$ cat src/rtl/flc_pkg.sv
package flc_pkg;

  // LUT input that can be replaced by the carry input
  localparam int unsigned FLC_CI_INPUT = 2;

  // Heap index of a fractured tap node (which=0 propagate, 1 generate)
  function automatic int unsigned flc_tap_node(input int unsigned k, input int unsigned which);
    return (32'd1 << (k - 1)) - 2 + which;
  endfunction

  // First table bit covered by a fractured tap node
  function automatic int unsigned flc_tap_leaf(input int unsigned k, input int unsigned which);
    return (32'd1 << k) - 8 + 4 * which;
  endfunction

endpackage

$ cat src/rtl/flc_cfg_shift.sv
module flc_cfg_shift #(
  parameter int unsigned W = 68
) (
  input  logic         clk,
  input  logic         rst,
  input  logic         shift_en,
  input  logic         sin,
  output logic [W-1:0] q,
  output logic         sout
);

  always_ff @(posedge clk) begin
    if (rst) begin
      q <= '0;
    end else if (shift_en) begin
      q <= {q[W-2:0], sin};
    end
  end

  assign sout = q[W-1];

endmodule

$ cat src/rtl/flc_lut_tree.sv
module flc_lut_tree
  import flc_pkg::*;
#(
  parameter int unsigned K = 4
) (
  input  logic [(1<<K)-1:0] tbl,
  input  logic [K-1:0]      sel,
  output logic              root,
  output logic [1:0]        frac
);

  localparam int unsigned TBL  = 1 << K;
  localparam int unsigned TAP0 = flc_tap_node(K, 0);
  localparam int unsigned TAP1 = flc_tap_node(K, 1);

  // Heap layout: node 1 is the root, children of n are 2n and 2n+1,
  // leaves TBL..2*TBL-1 hold the table. Depth d resolves input K-1-d.
  logic [2*TBL-1:1] t;

  genvar gi, gd;
  generate
    for (gi = 0; gi < TBL; gi++) begin : g_leaf
      assign t[TBL + gi] = tbl[gi];
    end
    for (gd = 0; gd < K; gd++) begin : g_depth
      localparam int unsigned FIRST = 1 << gd;
      for (gi = 0; gi < (1 << gd); gi++) begin : g_node
        assign t[FIRST + gi] = sel[K-1-gd] ? t[2*(FIRST + gi) + 1] : t[2*(FIRST + gi)];
      end
    end
  endgenerate

  assign root = t[1];
  assign frac = {t[TAP1], t[TAP0]};

endmodule

$ cat src/rtl/flc_cell.sv
module flc_cell
  import flc_pkg::*;
#(
  parameter int unsigned K      = 4,
  parameter int unsigned CI_IDX = FLC_CI_INPUT
) (
  input  logic [(1<<K)-1:0] tbl,
  input  logic              ci_sel,
  input  logic [K-1:0]      li,
  input  logic              ci,
  output logic              o,
  output logic              co
);

  logic [K-1:0] lin;
  logic [1:0]   frac;

  genvar gi;
  generate
    for (gi = 0; gi < K; gi++) begin : g_in
      if (gi == CI_IDX) begin : g_sel
        assign lin[gi] = ci_sel ? ci : li[gi];
      end else begin : g_dir
        assign lin[gi] = li[gi];
      end
    end
  endgenerate

  flc_lut_tree #(.K(K)) tree_i (
    .tbl  (tbl),
    .sel  (lin),
    .root (o),
    .frac (frac)
  );

  // frac[0] propagate selects the carry leg, frac[1] generate otherwise
  assign co = frac[0] ? ci : frac[1];

endmodule

$ cat src/rtl/flc_chain.sv
module flc_chain #(
  parameter int unsigned NCELL = 4,
  parameter int unsigned K     = 4
) (
  input  logic               clk,
  input  logic               rst,
  input  logic               cfg_shift_en,
  input  logic               cfg_sin,
  output logic               cfg_sout,
  input  logic [NCELL*K-1:0] li,
  input  logic               ci,
  output logic [NCELL-1:0]   o,
  output logic [NCELL-1:0]   co
);

  localparam int unsigned TBL  = 1 << K;
  localparam int unsigned CFGW = TBL + 1;
  localparam int unsigned TOT  = NCELL * CFGW;

  logic [TOT-1:0] cfg_q;
  logic [NCELL:0] carry;

  flc_cfg_shift #(.W(TOT)) cfg_i (
    .clk      (clk),
    .rst      (rst),
    .shift_en (cfg_shift_en),
    .sin      (cfg_sin),
    .q        (cfg_q),
    .sout     (cfg_sout)
  );

  assign carry[0] = ci;

  genvar gk;
  generate
    for (gk = 0; gk < NCELL; gk++) begin : g_cell
      flc_cell #(.K(K)) cell_i (
        .tbl    (cfg_q[gk*CFGW +: TBL]),
        .ci_sel (cfg_q[gk*CFGW + TBL]),
        .li     (li[gk*K +: K]),
        .ci     (carry[gk]),
        .o      (o[gk]),
        .co     (carry[gk+1])
      );
    end
  endgenerate

  assign co = carry[NCELL:1];

endmodule

$ cat config.mk
export PLATFORM = sky130hd
export DESIGN_NAME = flc_chain
export DESIGN_NICKNAME = d
export VERILOG_FILES = /design/src/rtl/flc_pkg.sv /design/src/rtl/flc_cfg_shift.sv /design/src/rtl/flc_lut_tree.sv /design/src/rtl/flc_cell.sv /design/src/rtl/flc_chain.sv
export SDC_FILE = /design/constraint.sdc
export NUM_CORES = 1
export LEC_CHECK = 0
export ABC_AREA = 1
export ABC_CLOCK_PERIOD_IN_PS = 1700
export BUFFER_PORTS_ARGS = -buffer_cell sky130_fd_sc_hd__buf_4
export CAP_MARGIN = 25
export CELL_PAD_IN_SITES_DETAIL_PLACEMENT = 0
export CELL_PAD_IN_SITES_GLOBAL_PLACEMENT = 1
export CORE_MARGIN = 2
export CORE_UTILIZATION = 38
export CTS_BUF_LIST = sky130_fd_sc_hd__clkbuf_16
export CTS_CLUSTER_DIAMETER = 60
export CTS_CLUSTER_SIZE = 12
export DETAILED_ROUTE_END_ITERATION = 12
export HOLD_SLACK_MARGIN = 0.15
export PLACE_DENSITY = 0.74
export REMOVE_ABC_BUFFERS = 1
export SLEW_MARGIN = 15
export SYNTH_ARGS = -nofsm -noshare
export SYNTH_HDL_FRONTEND = slang
export SYNTH_SLANG_ARGS = --single-unit
$ cat constraint.sdc
create_clock -name clk -period 1.7 [get_ports clk]
set_clock_uncertainty 0.2 [all_clocks]
set_input_delay 0.255 -clock clk [delete_from_list [all_inputs] [get_ports clk]]
set_output_delay 0.255 -clock clk [all_outputs]
set_load 0.05 [all_outputs]
==> flow_metrics.py <==
metrics = {
    "timing": {
        "max_slew_margin_pct": 71.79,
        "fmax_mhz": 462.2,
        "hold_ws_ns": 0.1651,
        "fin_crit_sh_pct": 127.3,
        "slew_viol_final": 0,
        "tightestPinTransition_ns": 0.4232,
        "rsz0062_at_grt": "true",
        "tns_ns": -2.870,
        "hold_viol": 0,
        "postLayoutSetupSlackWorst_ns": -0.4637,
        "setup_viol": 8,
        "period_minus_slack_ns": 2.164,
    },
    "finish": {
        "fin_nets": 548,
        "mostFrequentLayoutCells": "134 x nand2_1, 69 x buf_4, 59 x dfxtp_1",
        "largestRegisters": "cfg_i.q (68)",
        "fin_util_pct": 53.69,
        "antenna_cells": 0,
        "finalNonFillerCells": 636,
        "final_area_um2": 4456,
        "largest_register_ffs": 68,
        "drive_gt1_share_pct": 32.02,
        "syn2layout_area_growth_pct": 35.81,
        "top_register": "cfg_i.q",
        "final_common_cell": "nand2_1",
    },
    "place": {
        "portBuffers": 29,
        "place_ws_ns": -0.2806,
        "dp_hpwl_mm": 5.179,
        "place_congestion": 0.8084,
        "dp.cells": 611,
        "dpl_cell_area_um2": 3854,
    },
    "synthesis": {
        "ys_seq_area_share_pct": 41.50,
        "synth-main-ff-cell": "dfxtp_1",
        "synth_edf_count": 0,
        "async_flop_share_pct": 0,
        "synth.distinct_cells": 31,
        "synth_seq_cells": 68,
        "synth_area_um2": 3281,
        "synth.avg_cell_area_um2": 7.086,
        "yosysWarnings": 0,
        "netlist_instances": 463,
    },
    "setup_path": {
        "reg2regPathDepth": 4,
        "rrSetupSlack_ns": 0.62,
        "rr_startpoint": "cfg_i.q[25]",
        "endpoint_kind": "output port",
        "crit_type": "flop to output port",
        "r2r-end": "cfg_i.q[25]",
        "cp_data_required_time_ns": 1.24,
        "cp_data_arrival_time_ns": 1.71,
        "worst_setup_path_start_kind": "flop",
        "cp_max_fo": 3,
    },
    "floorplan": {
        "dieArea_um2": 9393,
        "row_count": 33,
        "core_area_um2": 8299,
        "io_pins": 30,
        "start_util_pct": 39.53,
        "dieHeight_um": 96.92,
        "die_w_um": 96.92,
    },
    "global_routing": {
        "grt_pass1_vias": 3027,
        "grt_pass1_wl_mm": 13.82,
        "antenna_found_initial": 0,
        "grt_overflow_total": 0,
        "track_usage_pct": 17.55,
        "grt_max_degree": 52,
    },
    "routing": {
        "routedWlPerCell_um": 12.83,
        "antenna_left": 0,
        "drt_iter0_drc": 94,
        "routed_wl_mm": 8.161,
        "drc_errors": 0,
        "routed_via_density": 4.929,
        "num_vias": 3135,
        "first_pass_iters": 7,
    },
    "cts": {
        "cts_htree_levels": 3,
        "cts_made_buffers": 9,
        "path_clk_slew_ns": 0.05,
        "clock_sinks": 68,
        "clk_latency_ns": 0.32,
        "clockBufferDepth": 2,
        "cts_tree": "built",
        "root_buffer": "clkbuf_16",
    },
    "outcome": {
        "violations": "setup timing",
        "outcome": "finished with violations",
    },
    "pwr": {
        "p_leak_nw": 1.772,
        "comb_power_share_pct": 17.6,
        "seqPwrFrac_pct": 42.3,
        "vdd_drop_max_v": 0.0004808,
        "p_switching_mw": 1.048,
        "p_sw_share_pct": 26.74,
        "intPower_mw": 2.870,
        "power_density_nw_per_um2": 879.3,
        "power_mw": 3.918,
        "p_clk_share_pct": 40.1,
    },
    "worst_hold_path": {
        "hp-class": "input pin to flop",
        "min-delay-start": "rst",
        "hold-path-cell-count": 2,
        "min_to": "cfg_i.q[5]",
    },
    "run": {
        "maxCapViolations": 0,
    },
}
synth_stat cells (all sizes together) (2+ instances only):
master / number / area share (%)
a21oi: 56 / 8.7
nor2: 38 / 4.3
nand2: 160 / 21
clkbuf: 18 / 2.1
buf: 17 / 3.5
o21ai: 23 / 4.0
a32o: 2 / 0.61
o22ai: 3 / 0.57
nand4: 2 / 0.38
a211oi: 19 / 4.3
nand3: 25 / 4.7
dfxtp: 68 / 41
o211ai: 3 / 0.84
inv: 24 / 2.9
layer usage:
metal / share of wire [%] / up-vias / track usage [%]
li1: - / 1648 / -
met4: 1.4 / 0 / 6.176
met1: 48 / 1448 / 22.41
met3: 2.3 / 9 / 3.107
met2: 49 / 30 / 29.75
met5: 0 / - / 0
power groups by stage:
stage / registers (mW) / clock network [mW] / logic, mW
2_1_floorplan: 1.69 / 0 / 0.295
3_3_place_gp: 1.69 / 0 / 0.579
3_5_place_dp: 1.69 / 0 / 0.584
4_1_cts: 1.65 / 1.62 / 0.666
5_1_grt: 1.66 / 1.70 / 0.752
6_report: 1.66 / 1.57 / 0.691
cells by family (layout without fill, tap and decap cells):
logic type | count (synthesis) | in the layout | synth area share, %
AND/OR/NAND/NOR | 227 | 227 | 30.40
buffers and inverters | 60 | 128 | 8.543
flip-flops | 68 | 68 | 41.50
AO/OA/AOI/OAI | 108 | 108 | 19.57
timing repair:
action,in CTS,in global routing
resized for setup,55,13
hold endpoints to repair,16,0
gates cloned,0,1
setup buffers,4,4
pin swaps,14,13
hold buffers,2,0
endpoints found under the setup margin,8,9
critical path, stage by stage (launching register included):
cell      delay, ns
dfxtp_2        0.32
inv_2          0.03
o21ai_2        0.14
nand2_2        0.09
nand2_4        0.10
inv_4          0.04
nand2_4        0.07
nand2_4        0.06
nand2_4        0.07
nand2_4        0.05
o211ai_1       0.15
nand2_1        0.10
buf_6          0.16
how the worst max path moves through the flow:
stage                      from    end  slack, ns
floorplan           cfg_i.q[27]  co[3]      -0.70
global placement          li[4]  co[3]      -0.26
detailed placement        li[4]   o[2]      -0.28
CTS                 cfg_i.q[27]   o[2]      -0.48
global route        cfg_i.q[25]   o[2]      -0.58
finish              cfg_i.q[25]   o[2]      -0.46
final cells by class:
class                      instances  area (µm²)
clock buffer                       9       225.2
clock inverter                     6       22.52
fill                             807        3844
inverter                          25       101.3
multi-input combinational        335        1818
sequential                        68        1373
tap                              105       131.4
timing repair buffer              88       784.5
No activity file was read; power rests on OpenSTA's default activity.
